File: src/rtl/ast_pkg.sv
package ast_pkg;
   typedef enum logic [1:0] {
      FMT_LEFT_J   = 2'b00,
      FMT_I2S      = 2'b01,
      FMT_RIGHT_J  = 2'b10,
      FMT_RIGHT_JS = 2'b11
   } fmt_e;

   typedef enum logic [1:0] {
      MODE_SLAVE = 2'b00,
      MODE_M512  = 2'b01,
      MODE_M384  = 2'b10,
      MODE_M256  = 2'b11
   } mode_e;
endpackage

File: src/rtl/ast_clkgen.sv
module ast_clkgen #(
   parameter int DIV_W     = 4,
   parameter int FRAME_BCK = 64
) (
   input  logic             clk,
   input  logic             rst_n,
   input  logic             en,
   input  logic [DIV_W-1:0] div_ratio,
   input  logic             left_hi,
   output logic             bck_o,
   output logic             lrck_o
);
   localparam int BIT_W = $clog2(FRAME_BCK);

   logic [DIV_W-1:0] cnt_q, cnt_nxt, half_div;
   logic [BIT_W-1:0] bit_q, bit_nxt;
   logic             fall_nxt;

   always_comb begin
      half_div = div_ratio >> 1;
      cnt_nxt  = (cnt_q >= div_ratio - 1'b1) ? '0 : cnt_q + 1'b1;
      fall_nxt = (cnt_nxt == '0);
      bit_nxt  = fall_nxt ? bit_q + 1'b1 : bit_q;
   end

   always_ff @(posedge clk) begin
      if (!rst_n || !en) begin
         cnt_q  <= '0;
         bit_q  <= '1;
         bck_o  <= 1'b0;
         lrck_o <= 1'b0;
      end else begin
         cnt_q <= cnt_nxt;
         bit_q <= bit_nxt;
         bck_o <= (cnt_nxt >= half_div);
         if (fall_nxt)
            lrck_o <= bit_nxt[BIT_W-1] ? ~left_hi : left_hi;
      end
   end
endmodule

File: src/rtl/ast_slot_track.sv
module ast_slot_track #(
   parameter int SLOT_W   = 6,
   parameter int HALF_DEF = 32
) (
   input  logic              clk,
   input  logic              rst_n,
   input  logic              bck_line,
   input  logic              lrck_line,
   output logic              fall_ev,
   output logic              new_half,
   output logic [SLOT_W-1:0] slot,
   output logic [SLOT_W-1:0] half_len
);
   logic              bck_prev_q, lr_last_q, started_q;
   logic [SLOT_W-1:0] slot_q, len_q;

   always_comb begin
      fall_ev  = bck_prev_q & ~bck_line;
      new_half = fall_ev & (~started_q | (lrck_line != lr_last_q));
      slot     = new_half ? '0 : slot_q + 1'b1;
      half_len = (new_half && started_q) ? slot_q + 1'b1 : len_q;
   end

   always_ff @(posedge clk) begin
      if (!rst_n) begin
         bck_prev_q <= 1'b0;
         lr_last_q  <= 1'b0;
         started_q  <= 1'b0;
         slot_q     <= '0;
         len_q      <= SLOT_W'(HALF_DEF);
      end else begin
         bck_prev_q <= bck_line;
         if (fall_ev) begin
            slot_q    <= slot;
            lr_last_q <= lrck_line;
            started_q <= 1'b1;
            len_q     <= half_len;
         end
      end
   end
endmodule

File: src/rtl/ast_shifter.sv
module ast_shifter import ast_pkg::*; #(
   parameter int DATA_W  = 24,
   parameter int SHORT_W = 20,
   parameter int SLOT_W  = 6
) (
   input  logic              clk,
   input  logic              rst_n,
   input  fmt_e              fmt,
   input  logic              fall_ev,
   input  logic              new_half,
   input  logic [SLOT_W-1:0] slot,
   input  logic [SLOT_W-1:0] half_len,
   input  logic              lr_level,
   input  logic              in_valid,
   input  logic [DATA_W-1:0] in_left,
   input  logic [DATA_W-1:0] in_right,
   output logic              dout
);
   localparam logic [SLOT_W-1:0] WID_FULL  = SLOT_W'(DATA_W);
   localparam logic [SLOT_W-1:0] WID_SHORT = SLOT_W'(SHORT_W);

   generate
      for (genvar c = 0; c < 2; c++) begin : g_chan
         logic [DATA_W-1:0] held_q;
         always_ff @(posedge clk) begin
            if (!rst_n)
               held_q <= '0;
            else if (in_valid)
               held_q <= (c == 0) ? in_left : in_right;
         end
      end
   endgenerate

   logic [DATA_W-1:0] word_q, word_sel, shifted;
   logic [SLOT_W-1:0] wid, start, pos;
   logic              is_left, in_win, bit_nxt;

   always_comb begin
      is_left  = (fmt == FMT_I2S) ? ~lr_level : lr_level;
      word_sel = new_half ? (is_left ? g_chan[0].held_q : g_chan[1].held_q) : word_q;
      wid      = (fmt == FMT_RIGHT_JS) ? WID_SHORT : WID_FULL;
      case (fmt)
         FMT_LEFT_J: start = '0;
         FMT_I2S:    start = SLOT_W'(1);
         default:    start = (half_len > wid) ? half_len - wid : '0;
      endcase
      pos     = slot - start;
      in_win  = (slot >= start) && (pos < wid);
      shifted = word_sel << pos;
      bit_nxt = in_win & shifted[DATA_W-1];
   end

   always_ff @(posedge clk) begin
      if (!rst_n) begin
         word_q <= '0;
         dout   <= 1'b0;
      end else if (fall_ev) begin
         word_q <= word_sel;
         dout   <= bit_nxt;
      end
   end
endmodule

File: src/rtl/audio_ser_tx.sv
module audio_ser_tx import ast_pkg::*; #(
   parameter int DATA_W    = 24,
   parameter int SHORT_W   = 20,
   parameter int FRAME_BCK = 64,
   parameter int RATIO_HI  = 512,
   parameter int RATIO_MID = 384,
   parameter int RATIO_LO  = 256,
   parameter int DIV_W     = 4
) (
   input  logic              clk,
   input  logic              rst_n,
   input  logic [1:0]        fmt_sel,
   input  logic [1:0]        mode_sel,
   input  logic              in_valid,
   input  logic [DATA_W-1:0] in_left,
   input  logic [DATA_W-1:0] in_right,
   input  logic              bck_in,
   input  logic              lrck_in,
   output logic              bck_out,
   output logic              lrck_out,
   output logic              dout
);
   localparam int SLOT_W = $clog2(FRAME_BCK);
   localparam int HALF   = FRAME_BCK / 2;
   localparam logic [DIV_W-1:0] DIV_HI  = DIV_W'(RATIO_HI / FRAME_BCK);
   localparam logic [DIV_W-1:0] DIV_MID = DIV_W'(RATIO_MID / FRAME_BCK);
   localparam logic [DIV_W-1:0] DIV_LO  = DIV_W'(RATIO_LO / FRAME_BCK);

   generate
      if (SHORT_W > DATA_W || SHORT_W < 1) begin : g_bad_short
         $error("SHORT_W must lie in 1..DATA_W");
      end
      if (DATA_W > HALF) begin : g_bad_data
         $error("DATA_W must fit in one half-frame");
      end
      if ((FRAME_BCK & (FRAME_BCK - 1)) != 0) begin : g_bad_frame
         $error("FRAME_BCK must be a power of two");
      end
      if ((RATIO_HI % (2 * FRAME_BCK)) != 0 || (RATIO_MID % (2 * FRAME_BCK)) != 0 ||
          (RATIO_LO % (2 * FRAME_BCK)) != 0) begin : g_bad_ratio
         $error("each ratio must give an even divide of the frame");
      end
      if ((RATIO_HI / FRAME_BCK) >= (1 << DIV_W)) begin : g_bad_div
         $error("DIV_W too narrow for the largest divide");
      end
   endgenerate

   fmt_e              fmt;
   mode_e             mode;
   logic              master;
   logic [DIV_W-1:0]  div_ratio;
   logic              gen_bck, gen_lrck;
   logic              bck_line, lrck_line;
   logic              fall_ev, new_half;
   logic [SLOT_W-1:0] slot, half_len;

   always_comb begin
      fmt    = fmt_e'(fmt_sel);
      mode   = mode_e'(mode_sel);
      master = (mode != MODE_SLAVE);
      case (mode)
         MODE_M512: div_ratio = DIV_HI;
         MODE_M384: div_ratio = DIV_MID;
         default:   div_ratio = DIV_LO;
      endcase
      bck_line  = master ? gen_bck  : bck_in;
      lrck_line = master ? gen_lrck : lrck_in;
   end

   ast_clkgen #(.DIV_W(DIV_W), .FRAME_BCK(FRAME_BCK)) clkgen_i (
      .clk       (clk),
      .rst_n     (rst_n),
      .en        (master),
      .div_ratio (div_ratio),
      .left_hi   (fmt != FMT_I2S),
      .bck_o     (gen_bck),
      .lrck_o    (gen_lrck)
   );

   ast_slot_track #(.SLOT_W(SLOT_W), .HALF_DEF(HALF)) track_i (
      .clk       (clk),
      .rst_n     (rst_n),
      .bck_line  (bck_line),
      .lrck_line (lrck_line),
      .fall_ev   (fall_ev),
      .new_half  (new_half),
      .slot      (slot),
      .half_len  (half_len)
   );

   ast_shifter #(.DATA_W(DATA_W), .SHORT_W(SHORT_W), .SLOT_W(SLOT_W)) shifter_i (
      .clk      (clk),
      .rst_n    (rst_n),
      .fmt      (fmt),
      .fall_ev  (fall_ev),
      .new_half (new_half),
      .slot     (slot),
      .half_len (half_len),
      .lr_level (lrck_line),
      .in_valid (in_valid),
      .in_left  (in_left),
      .in_right (in_right),
      .dout     (dout)
   );

   assign bck_out  = gen_bck;
   assign lrck_out = gen_lrck;
endmodule

File: config.mk
export PLATFORM = sky130hd
export DESIGN_NAME = audio_ser_tx
export DESIGN_NICKNAME = d
export VERILOG_FILES = /design/src/rtl/ast_pkg.sv /design/src/rtl/ast_clkgen.sv /design/src/rtl/ast_slot_track.sv /design/src/rtl/ast_shifter.sv /design/src/rtl/audio_ser_tx.sv
export SDC_FILE = /design/constraint.sdc
export NUM_CORES = 1
export LEC_CHECK = 0
export ABC_AREA = 1
export CORE_ASPECT_RATIO = 0.6
export CORE_MARGIN = 4
export CORE_UTILIZATION = 45
export DETAILED_ROUTE_END_ITERATION = 10
export DONT_BUFFER_PORTS = 1
export REMOVE_ABC_BUFFERS = 1
export SLEW_MARGIN = 20
export SYNTH_ARGS = -nofsm -noshare
export SYNTH_HDL_FRONTEND = slang
export SYNTH_SLANG_ARGS = --single-unit
File: constraint.sdc
create_clock -name clk -period 11.1 [get_ports clk]
set_input_delay 1.11 -clock clk [delete_from_list [all_inputs] [get_ports clk]]
set_output_delay 1.11 -clock clk [all_outputs]
set_load 0.01 [all_outputs]
==> flow_summary_export.csv <==
group,metric,value,unit
status,status,"complete, no violations",
timing,worst-slew-pin-transition,0.917,ns
worst_setup_path,critical_path.n_buffers_inverters,4,
final_layout,instances_no_fill,851,
worst_setup_path,worst-r2r-cell-count,30,
worst_setup_path,category_of_the_worst_setup_path_capture_point,"flip-flop",
worst_setup_path,critical-path-max-stage-delay,0.35,ns
drt,wire_per_inst,13.5,µm
yosys,synth_async_sr_flop_share,0,%
yosys,synth_area_per_cell,7.00,µm²
yosys,synth_warnings,0,
pwr,p_leak,0.00249,µW
timing,layout_worst_path_cycle_share,50.5,%
worst_setup_path,critical_path.max_fanout,31,
yosys,yosys.cell_count.top_type,"sky130_fd_sc_hd__nand2_1",
yosys,post-synth-top-area-cell,"sky130_fd_sc_hd__dfxtp_1",
timing,grt_setup_unrepaired,"false",
clocking,cts_tree,"built",
floorplanning,die_area,13100,µm²
worst_setup_path,cp.depth,32,
timing,sum_of_negative_setup_slack,0,ns
yosys,syn-cell-area,5090,µm²
timing,timing.final.setup_violations,0,
yosys,ys_seq_area_share,39.3,%
yosys,ys.flop_type,"sky130_fd_sc_hd__dfxtp_1",
placed_design,detailedPlacementHpwl,8.12,mm
placed_design,place.detailed.instances,835,
placed_design,port-buffer-count,0,
drt,drtPass1Iterations,5,
clocking,tritoncts.num_buffers,9,
yosys,post_synth_num_cell_types,39,
worst_setup_path,timing.critical_path.from,"mode_sel[1]",
global_route,grt-ovfl-total,0,
floorplanning,initial_utilization,47.1,%
global_route,antenna_found_initial,0,
timing,finalClockSkew,0.00409,ns
floorplanning,rows,29,
final_layout,layout_cells_sized_above_1,7.02,%
timing,max_clock_freq,178,MHz
worst_setup_path,crit_top_cell,"sky130_fd_sc_hd__nand2_1",
worst_setup_path,critical_path_required,11.37,ns
yosys,synth_enable_flop_cells,0,
placed_design,globalplace.congestion,0.864,
drt,detail_route.iter0.violations,212,
worst_setup_path,critical-path-top-delay-family,"simple AND/OR/NAND/NOR gates",
clocking,clock_tree.buffer_depth,2,
final_layout,finish.net_count,788,
clocking,cts_repair_resize_count,0,
clocking,cts_hold_repair.buffers,0,
yosys,register_bit_count_reported_by_yosys,100,
floorplanning,die_height,90.4,µm
global_route,grt_first_pass_wirelength,19.5,mm
yosys,synth_top_cells_by_count,"sky130_fd_sc_hd__nand2_1, sky130_fd_sc_hd__nor2_1, sky130_fd_sc_hd__dfxtp_1, sky130_fd_sc_hd__inv_1, sky130_fd_sc_hd__o21ai_0",
timing,fin_crit,5.61,ns
worst_setup_path,crit_arrival,5.88,ns
timing,timing_hold_violations_final,0,
timing,final_max_slew_viol_count,0,
timing,timing.slew.headroom,38.8,%
clocking,clk_latency,0.34,ns
worst_setup_path,crit_path_start_kind,"primary input",
clocking,clk_pin_slew,0.07,ns
final_layout,area_growth_syn_to_layout,5.75,%
pwr,power.density_cell_area,161,nW/µm²
clocking,postCtsSetupBuffers,0,
worst_setup_path,cp_slowest_cell,"sky130_fd_sc_hd__ha_1",
hold_path,hold-path-cell-count,2,
floorplanning,boundaryPins,60,
yosys,ys_top_cells_by_area,"sky130_fd_sc_hd__dfxtp_1, sky130_fd_sc_hd__nand2_1, sky130_fd_sc_hd__nor2_1, sky130_fd_sc_hd__o21ai_0, sky130_fd_sc_hd__ha_1",
drt,post-route-drc-count,0,
drt,route.final.wire_length,11.5,mm
worst_setup_path,r2r-start,"clkgen_i.lrck_o",
global_route,grt_start_max_net_pins,60,
yosys,postSynthCellCount,727,
clocking,tritoncts_num_sinks,100,
global_route,first_global_vias,4087,
drt,drt-vias-per-instance,5.08,
pwr,vdd_ir_drop_max,0.0781,mV
final_layout,antenna_cells_inserted,0,
hold_path,min_from,"shifter_i.g_chan[1].held_q[21]",
drt,route.antenna.remaining_nets,0,
floorplanning,fp.coreArea,10800,µm²
global_route,globalRouteTotalUtil,17.7,%
worst_setup_path,timing.setup.critical_path_class,"in2reg",
floorplanning,die_width,145,µm
pwr,report.power.total,866,µW
clocking,clock_tree.root_cell,"sky130_fd_sc_hd__clkbuf_16",
yosys,synth_top_area_share,39.3,%
flow_run,timing.max_cap.violations,0,
drt,vias,4327,
hold_path,timing.hold.worst.class,"reg2reg",
clocking,htree_num_levels,3,
==> per-stage QoR <==
step                      instance area, µm²  setup WS (ns)  util (%)  hold WS [ns]
after global placement                  5090           5.41      47.1         0.440
after floorplan                         4920           5.79         -         0.433
after CTS                               5390           5.50      49.8         0.461
final                                   5390           5.49      49.8         0.458
after global routing                    5390           5.11      49.8         0.488
after detailed placement                5090           5.16      47.1         0.450
==> state kept, by name, summed over array words and instances (netlist names), 4 cells and up <==
name	cells
shifter_i.g_chan.held_q	48
track_i.len_q	6
clkgen_i.cnt_q	4
track_i.slot_q	6
clkgen_i.bit_q	6
shifter_i.word_q	24
==> logic make-up after synthesis <==
| kind of cell | count (synthesis) | share of synthesized area (%) |
|---|---|---|
| AND/OR/NAND/NOR | 361 | 30.4 |
| AO/OA/AOI/OAI | 123 | 13.0 |
| buffers and inverters | 108 | 9.36 |
| flip-flops | 100 | 39.3 |
| adder cells (fa/ha/maj) | 24 | 6.04 |
| XOR/XNOR | 11 | 1.89 |
==> worst min-delay path, delay by kind of cell, from the launching register on <==
kind                   cells  cell delay (ns)
DFF                        1             0.30
buffers and inverters      1             0.06
AOI/OAI and AO/OA          1             0.06
==> power breakdown <==
group / switching (µW) / internal, µW
registers: 13.1 / 382
clock network: 139 / 175
logic: 103 / 54.6
total: 255 / 611
==> layout make-up <==
cell class	instances	area (µm²)
Fill cell	1105	5430
Multi-Input combinational cell	519	2610
Sequential cell	100	2000
Inverter	77	302
Clock buffer	10	229
Tap cell	139	174
Clock inverter	6	65.1
==> final timing paths <==
kind                                          to  slack (ns)
setup / recovery                  shifter_i.dout        5.49
hold / removal    shifter_i.g_chan[1].held_q[21]        0.46
setup reg to reg                  shifter_i.dout        6.28
hold reg to reg   shifter_i.g_chan[1].held_q[21]        0.46
==> cell usage in the layout, fill, tap and decap left out, types with 2 or more instances in the layout <==
cell type                   instances
sky130_fd_sc_hd__a21oi_1           44
sky130_fd_sc_hd__a21oi_2            2
sky130_fd_sc_hd__clkbuf_16          9
sky130_fd_sc_hd__clkinv_2           2
sky130_fd_sc_hd__clkinv_4           2
sky130_fd_sc_hd__dfxtp_1          100
sky130_fd_sc_hd__ha_1              23
sky130_fd_sc_hd__inv_1             69
sky130_fd_sc_hd__inv_2              6
sky130_fd_sc_hd__nand2_1          174
sky130_fd_sc_hd__nand2_2           10
sky130_fd_sc_hd__nand2_4            3
sky130_fd_sc_hd__nand3_1           52
sky130_fd_sc_hd__nand3_2            2
sky130_fd_sc_hd__nor2_1           108
sky130_fd_sc_hd__o211ai_1           4
sky130_fd_sc_hd__o21a_1             2
sky130_fd_sc_hd__o21ai_0           64
sky130_fd_sc_hd__o21ai_1            3
sky130_fd_sc_hd__o21ai_2            3
sky130_fd_sc_hd__or2_2              3
sky130_fd_sc_hd__xor2_1            10
==> metal layers <==
metal / vias to the layer above / global-route usage, % / share of wire [%] / routed length, µm
met4: 0 / 3.79 / 0.72 / 83
met3: 8 / 4.11 / 4.4 / 499
met5: - / 0 / 0 / 0
met2: 80 / 27.3 / 43 / 4980
met1: 1974 / 25.4 / 51 / 5890
li1: 2265 / - / - / -
No activity file was read; power rests on OpenSTA's default activity.
